==> src/rtl/seg_addr_pkg.sv <==
package seg_addr_pkg;
    localparam int SEG_W        = 16;
    localparam int OFF_W        = 16;
    localparam int SEG_SHIFT    = 4;
    localparam int ADDR_W       = SEG_W + SEG_SHIFT;
    localparam int LEN_W        = 3;
    localparam int VEC_W        = 8;
    localparam int VEC_ENTRY_SH = 2;
    localparam int NUM_SEG      = 4;
    localparam int SEL_W        = $clog2(NUM_SEG);
    localparam int CLASS_W      = 3;

    localparam logic [SEG_W-1:0] RESET_CODE_SEG = '1;
    localparam logic [SEG_W-1:0] RESET_OTHER_SEG = '0;
    localparam logic [OFF_W-1:0] RESET_IP = '0;

    typedef enum logic [SEL_W-1:0] {
        SEG_CODE  = 2'd0,
        SEG_DATA  = 2'd1,
        SEG_STACK = 2'd2,
        SEG_EXTRA = 2'd3
    } seg_id_e;

    typedef enum logic [CLASS_W-1:0] {
        ACC_FETCH  = 3'd0,
        ACC_DATA   = 3'd1,
        ACC_STACK  = 3'd2,
        ACC_EXTRA  = 3'd3,
        ACC_VECTOR = 3'd4
    } acc_class_e;

    typedef struct packed {
        logic             is_vec;
        seg_id_e          seg;
        logic [OFF_W-1:0] off;
    } route_t;

    function automatic logic [ADDR_W-1:0] seg_phys(input logic [SEG_W-1:0] seg,
                                                   input logic [OFF_W-1:0] off);
        logic [ADDR_W-1:0] base;
        base = {seg, {SEG_SHIFT{1'b0}}};
        return base + ADDR_W'(off);
    endfunction

    function automatic logic [ADDR_W-1:0] vec_phys(input logic [VEC_W-1:0] vec);
        return ADDR_W'({vec, {VEC_ENTRY_SH{1'b0}}});
    endfunction
endpackage

==> src/rtl/seg_bank.sv <==
module seg_bank
    import seg_addr_pkg::*;
(
    input  logic             clk,
    input  logic             rst,
    input  logic             wr_en,
    input  seg_id_e          wr_sel,
    input  logic [SEG_W-1:0] wr_data,
    input  seg_id_e          rd_sel,
    output logic [SEG_W-1:0] rd_data
);
    logic [SEG_W-1:0] regs [NUM_SEG];

    for (genvar g = 0; g < NUM_SEG; g++) begin : g_seg
        localparam logic [SEG_W-1:0] RST_VAL =
            (g == int'(SEG_CODE)) ? RESET_CODE_SEG : RESET_OTHER_SEG;
        always_ff @(posedge clk) begin
            if (rst)
                regs[g] <= RST_VAL;
            else if (wr_en && (wr_sel == seg_id_e'(g)))
                regs[g] <= wr_data;
        end
    end

    assign rd_data = regs[rd_sel];

    // a write lands in the selected register
    a_r10_seg_write: assert property (@(posedge clk) disable iff (rst)
        wr_en |=> regs[$past(wr_sel)] == $past(wr_data));
endmodule

==> src/rtl/ip_unit.sv <==
module ip_unit
    import seg_addr_pkg::*;
(
    input  logic             clk,
    input  logic             rst,
    input  logic             ld_en,
    input  logic [OFF_W-1:0] ld_val,
    input  logic             adv_en,
    input  logic [LEN_W-1:0] adv_len,
    output logic [OFF_W-1:0] ip
);
    always_ff @(posedge clk) begin
        if (rst)
            ip <= RESET_IP;
        else if (ld_en)
            ip <= ld_val;
        else if (adv_en)
            ip <= ip + OFF_W'(adv_len);
    end

    a_r8_ip_advance: assert property (@(posedge clk) disable iff (rst)
        (adv_en && !ld_en) |=> ip == OFF_W'($past(ip) + OFF_W'($past(adv_len))));

    a_r9_ip_load: assert property (@(posedge clk) disable iff (rst)
        ld_en |=> ip == $past(ld_val));

    a_r9_ip_idle: assert property (@(posedge clk) disable iff (rst)
        (!ld_en && !adv_en) |=> $stable(ip));
endmodule

==> src/rtl/acc_router.sv <==
module acc_router
    import seg_addr_pkg::*;
(
    input  acc_class_e       acc,
    input  logic [OFF_W-1:0] ip,
    input  logic [OFF_W-1:0] sp,
    input  logic [OFF_W-1:0] idx,
    input  logic [OFF_W-1:0] imm,
    input  logic             imm_sel,
    output route_t           route
);
    logic [OFF_W-1:0] data_off;
    assign data_off = imm_sel ? imm : idx;

    always_comb begin
        route = '{is_vec: 1'b0, seg: SEG_DATA, off: data_off};
        unique case (acc)
            ACC_FETCH:  route = '{is_vec: 1'b0, seg: SEG_CODE,  off: ip};
            ACC_DATA:   route = '{is_vec: 1'b0, seg: SEG_DATA,  off: data_off};
            ACC_STACK:  route = '{is_vec: 1'b0, seg: SEG_STACK, off: sp};
            ACC_EXTRA:  route = '{is_vec: 1'b0, seg: SEG_EXTRA, off: data_off};
            ACC_VECTOR: route = '{is_vec: 1'b1, seg: SEG_CODE,  off: '0};
            default:    route = '{is_vec: 1'b0, seg: SEG_DATA,  off: data_off};
        endcase
    end
endmodule

==> src/rtl/seg_addr_gen.sv <==
module seg_addr_gen
    import seg_addr_pkg::*;
(
    input  logic               clk,
    input  logic               rst,
    input  logic               req_valid,
    input  logic [CLASS_W-1:0] acc_class,
    input  logic [OFF_W-1:0]   sp_in,
    input  logic [OFF_W-1:0]   idx_in,
    input  logic [OFF_W-1:0]   imm_in,
    input  logic               imm_sel,
    input  logic [VEC_W-1:0]   vec_type,
    input  logic               seg_wr_en,
    input  logic [SEL_W-1:0]   seg_wr_sel,
    input  logic [SEG_W-1:0]   seg_wr_data,
    input  logic               ip_ld_en,
    input  logic [OFF_W-1:0]   ip_ld_val,
    input  logic               ip_adv_en,
    input  logic [LEN_W-1:0]   ip_adv_len,
    output logic [ADDR_W-1:0]  phys_addr,
    output logic               addr_valid,
    output logic [OFF_W-1:0]   ip_out
);
    route_t            route;
    logic [SEG_W-1:0]  seg_val;
    logic [OFF_W-1:0]  ip_cur;
    logic [ADDR_W-1:0] addr_next;

    ip_unit u_ip (
        .clk     (clk),
        .rst     (rst),
        .ld_en   (ip_ld_en),
        .ld_val  (ip_ld_val),
        .adv_en  (ip_adv_en),
        .adv_len (ip_adv_len),
        .ip      (ip_cur)
    );

    acc_router u_route (
        .acc     (acc_class_e'(acc_class)),
        .ip      (ip_cur),
        .sp      (sp_in),
        .idx     (idx_in),
        .imm     (imm_in),
        .imm_sel (imm_sel),
        .route   (route)
    );

    seg_bank u_segs (
        .clk     (clk),
        .rst     (rst),
        .wr_en   (seg_wr_en),
        .wr_sel  (seg_id_e'(seg_wr_sel)),
        .wr_data (seg_wr_data),
        .rd_sel  (route.seg),
        .rd_data (seg_val)
    );

    assign addr_next = route.is_vec ? vec_phys(vec_type) : seg_phys(seg_val, route.off);

    always_ff @(posedge clk) begin
        if (rst) begin
            addr_valid <= 1'b0;
            phys_addr  <= '0;
        end else begin
            addr_valid <= req_valid;
            if (req_valid)
                phys_addr <= addr_next;
        end
    end

    assign ip_out = ip_cur;

    a_r11_valid_follows: assert property (@(posedge clk) disable iff (rst)
        1'b1 |=> addr_valid == $past(req_valid));

    a_r11_hold: assert property (@(posedge clk) disable iff (rst)
        !req_valid |=> $stable(phys_addr));

    a_r7_vector_window: assert property (@(posedge clk) disable iff (rst)
        (req_valid && acc_class == CLASS_W'(ACC_VECTOR)) |=>
            (phys_addr < ADDR_W'(20'h00400)) && (phys_addr[VEC_ENTRY_SH-1:0] == '0));

    a_r5_stack_offset: assert property (@(posedge clk) disable iff (rst)
        (req_valid && acc_class == CLASS_W'(ACC_STACK)) |-> route.off == sp_in);
endmodule

==> config.mk <==
export PLATFORM = sky130hd
export DESIGN_NAME = seg_addr_gen
export DESIGN_NICKNAME = d
export VERILOG_FILES = /design/src/rtl/seg_addr_pkg.sv /design/src/rtl/seg_bank.sv /design/src/rtl/ip_unit.sv /design/src/rtl/acc_router.sv /design/src/rtl/seg_addr_gen.sv
export SDC_FILE = /design/constraint.sdc
export NUM_CORES = 1
export LEC_CHECK = 0
export CAP_MARGIN = 15
export CORE_MARGIN = 4
export CORE_UTILIZATION = 55
export DETAILED_ROUTE_END_ITERATION = 6
export PLACE_DENSITY = 0.89
export SLEW_MARGIN = 5
export SYNTH_ARGS = -nofsm -noshare
export SYNTH_HDL_FRONTEND = slang
export SYNTH_HIERARCHICAL = 1
export SYNTH_SLANG_ARGS = --single-unit
==> constraint.sdc <==
create_clock -name clk -period 6.8 [get_ports clk]
set_clock_uncertainty 0.15 [all_clocks]
set_input_delay 1.36 -clock clk [delete_from_list [all_inputs] [get_ports clk]]
set_output_delay 1.36 -clock clk [all_outputs]
set_load 0.02 [all_outputs]
Word level (Yosys, flattened, before mapping)
Memories as Yosys holds them, arrays and structs flattened.
Index checks and enable logic that the tools add are counted.
Storage, ports and cells
  register bits after elaboration: 37
  memory bits (writable): 64
  input bits: 103
  output and inout port bits: 37
  memories: 1
Cells by class
  add/subtract/negate cells: 2
  equality and inequality tests: 6
  multiplexer cells: 23
  bitwise logic cells: 4
  reduce and logical (&&, ||, !) cells: 7
Memories
  u_segs.regs: words 4, bits a word 16, rd ports 1, clocked after memory_dff 0, write ports 4, RTL line seg_bank.sv:12  | logic [SEG_W-1:0] regs [NUM_SEG];
Operator list (count)
  two-way mux 16 bit: 7
  case mux 19 bit (4 select lines): 1
  adder 20 x 16 -> 20 bit: 1
  two-way mux 20 bit: 1
  adder 16 x 3 -> 16 bit: 1
  two-way mux 1 bit: 14
  == test 3 x 2 -> 1 bit, second input constant: 2
  == test 2 bit, second input constant: 2
  logical AND 1 bit: 4
  OR 1 bit: 4
  == test 3 bit, second input constant: 1
  zero test 3 bit: 1
  == test 2 x 1 -> 1 bit, second input constant: 1
  zero test 2 bit: 1
  nonzero test 2 bit: 1

Logic depth before layout (Yosys ltp)
  word-level depth: 6
  gate-level depth with buffers: 13
  mapped depth without buffers: 10

Modules after synthesis
The synthesis kept the hierarchy.
Modules (own cells, without submodules)
  seg_bank: instances 1, cells an instance 184, area each 2880.3 um^2
  seg_addr_gen: instances 1, cells an instance 182, area each 1491.4 um^2
  ip_unit: instances 1, cells an instance 127, area each 1036.0 um^2
  acc_router: instances 1, cells an instance 80, area each 620.6 um^2

Worst setup path before layout
No wires, ideal clock.
  path kind: input-to-reg
  from: input port acc_class[2]
  to: register phys_addr[16]
  library setup time: 0.129 ns
  arrival: 4.054 ns
  data required time: 6.521 ns
  path slack: 2.467 ns
  stages on the path: 12
  path buffers: 2
  cells stage by stage: and2_1 -> buf_4 -> or2_2 -> buf_6 -> mux4_1 -> ha_1 -> fa_1 -> a21o_1 -> a221oi_1 -> nand4b_1 -> and3b_1 -> o31ai_1
RTL lines
  start, declared: RTL line seg_addr_gen.sv:7  | input logic [CLASS_W-1:0] acc_class,
  end signal, assigned: RTL line seg_addr_gen.sv:68  | phys_addr <= addr_next;
  end, declared: RTL line seg_addr_gen.sv:20  | output logic [ADDR_W-1:0] phys_addr,

==> metrics.yaml <==
sta:
  rsz0062_at_grt: "no"
  finalSetupViolCount: 0
  tns_ns: 0
  hold_ws_ns: 0.3258
  hold_viol_final: 0
  post-route-period-util: 0.7995
  worst_slew_margin_rel: 0.3097
  worst_pin_slew_ns: 1.033
  finalMaxSlewViolations: 0
  fmax_mhz: 183.9
  period_needed_ns: 5.436
setup_path:
  max_stage_delay_ns: 0.62
  cp_max_fo: 20
  cp.arrival_ns: 5.57
  worstSetupPathType: "in -> reg"
  required_ns: 6.94
  start_kind: "input port"
  end_kind: "register"
  crit_chain: "clkdlybuf4s50_1 > buf_4 > and2_1 > or2_2 > mux4_1 > ha_1 > fa_1 > a21o_1 > a221oi_1 > nand4b_1 > a21boi_0 > o31ai_1"
  crit_slowest_cell: "mux4_1"
routing:
  wl_um: 16390
  drc: 1
  drt_iter0_drc: 509
  ant_nets: 0
  detail_route.first_pass.iterations: 7
  vias_per_cell: 6.200
  wl_per_cell_um: 19.74
  vias: 5146
logic_synthesis:
  async_flop_share: 0
  ys_seq_area_frac: 0.4417
  synthCells: 573
  syn_area_per_cell_um2: 10.52
  synth.distinct_cells: 70
  syn_area_um2: 6028
  ys_ff_latch: 101
  synth_top_flop_cell: "edfxtp_1"
  synth_edf_count: 64
  synth.net_count: 693
  yosysWarnings: 6
clock_network:
  post_cts_resized: 0
  max-clock-path-buffers: 2
  cts_tree: "built"
  numCtsBuffers: 9
  insertion_delay_ns: 0.38
  cts-htree-levels: 3
  root_buffer: "clkbuf_8"
  post_cts_buffers: 0
  hold_buffers: 0
  clkSinkCount: 101
  clk_pin_slew_ns: 0.10
layout:
  fin_nets: 809
  syn2layout_area_growth_pct: 25.65
  layout_common_cells: "clkdlybuf4s50_1, nor2_1, edfxtp_1"
  fin_cells: 830
  drive_gt1_frac: 0.08934
  antenna_cells: 0
  mostFrequentLayoutCell: "clkdlybuf4s50_1"
pwr:
  p_per_area_nw_per_um2: 207.6
  p_leak_nw: 2.726
  vdd.ir_drop.worst_uv: 139.4
global_route:
  grt_pass1_wl_um: 26070
  grt_util_all_layers: 0.2581
  grt_pass1_vias: 5049
  overflow: 0
  antenna_found_initial: 0
  grt_max_degree: 53
place:
  dp_cells: 814
  gp_congestion: 0.9586
  port_buffers: 139
  hpwlAfterDp_um: 12140
worst_hold_path:
  hp-class: "reg -> reg"
floorplanning:
  die_y_um: 112.7
  io-pin-count: 140
  initial_core_util: 0.5736
  core_area_um2: 10510
  rows: 37
  die_area_um2: 12700
  fp.dieW_um: 112.7
status:
  violations: "design-rule violations"
  status: "finished with violations"
job:
  maxCapViolCount: 0
==> area by class of cell <==
type,count,area [um^2]
multi-input combinational,420,3059
fill,743,2934
sequential,101,2663
timing repair buffer,144,1429
tap,136,170.2
clock buffer,9,123.9
clock inverter,7,81.33
inverter,13,48.80
==> routing by layer <==
layer / wire length (um) / part of all wire / global-route usage / vias to the layer above
met5: 0 / 0 / 0 / -
met4: 310 / 0.019 / 0.08253 / 0
met3: 1482 / 0.090 / 0.04278 / 23
met2: 8180 / 0.50 / 0.4443 / 304
met1: 6412 / 0.39 / 0.3338 / 2442
li1: - / - / - / 2377
==> logic make-up (layout without fill, tap and decap cells) <==
family                     count (synthesis)  in the layout  share of synthesized area
DFF                                      101            101                     0.4417
xor gates and xnor gates                  19             19                    0.02760
AOI/OAI and AO/OA                        126            126                     0.1416
adders and majority gates                 17             17                    0.03778
buffers and inverters                     52            173                    0.05293
and+or+nand+nor                          214            214                     0.1849
muxes                                     44             44                     0.1135
==> cells in the mapped netlist (12+ instances only) <==
| cell type | n | area (um^2) |
|---|---|---|
| buf_2 | 12 | 60.06 |
| nand2_1 | 42 | 157.7 |
| nor2_1 | 77 | 289.0 |
| ha_1 | 15 | 187.7 |
| a32oi_1 | 19 | 166.4 |
| o21ai_0 | 18 | 90.09 |
| dfxtp_1 | 37 | 740.7 |
| mux2_2 | 17 | 191.4 |
| edfxtp_1 | 64 | 1922 |
| xor2_1 | 12 | 105.1 |
| nand3b_1 | 17 | 127.6 |
| nand2b_1 | 14 | 87.58 |
| inv_1 | 13 | 48.80 |
| a21oi_1 | 26 | 130.1 |
==> worst paths after layout <==
path	start	end	slack [ns]	cells past startpoint
worst max-delay path	acc_class[1]	phys_addr[16]	1.36	12
worst min-delay path	phys_addr[13]	phys_addr[13]	0.33	2
worst max register to register	u_segs/regs[1][0]	phys_addr[16]	3.79	8
worst min register to register	phys_addr[13]	phys_addr[13]	0.33	2
==> flip-flops by register name, summed over array words and instances (netlist names) <==
register and flops:
u_segs/regs 64, phys_addr 20, u_ip/ip 16, addr_valid 1
==> stage by stage <==
stage                     setup WS [ns]    util  area (um^2)  total power (W)
final                             1.364  0.7208         7575         0.001572
after global routing              1.073  0.7208         7575         0.001644
after CTS                         1.428  0.7208         7575         0.001573
after detailed placement          1.011  0.7013         7370         0.001188
after global placement            1.103  0.7013         7370         0.001168
after floorplan                   2.467       -         6028         0.001012
==> where the power goes <==
part           leakage (nW)  internal, W  switching (W)
clock                 0.104     0.000148       0.000243
sequential            0.936     0.000704      0.0000310
combinational          1.69     0.000213       0.000233
total                  2.73      0.00107       0.000507
==> worst max-delay path: cells and delay by family <==
kind / cells / cell delay (ns)
AOI/OAI and AO/OA: 4 / 0.97
adders and majority gates: 2 / 0.65
buffers and inverters: 2 / 0.68
muxes: 1 / 0.62
and+or+nand+nor: 3 / 1.28
(Power assumes the default switching activity.)
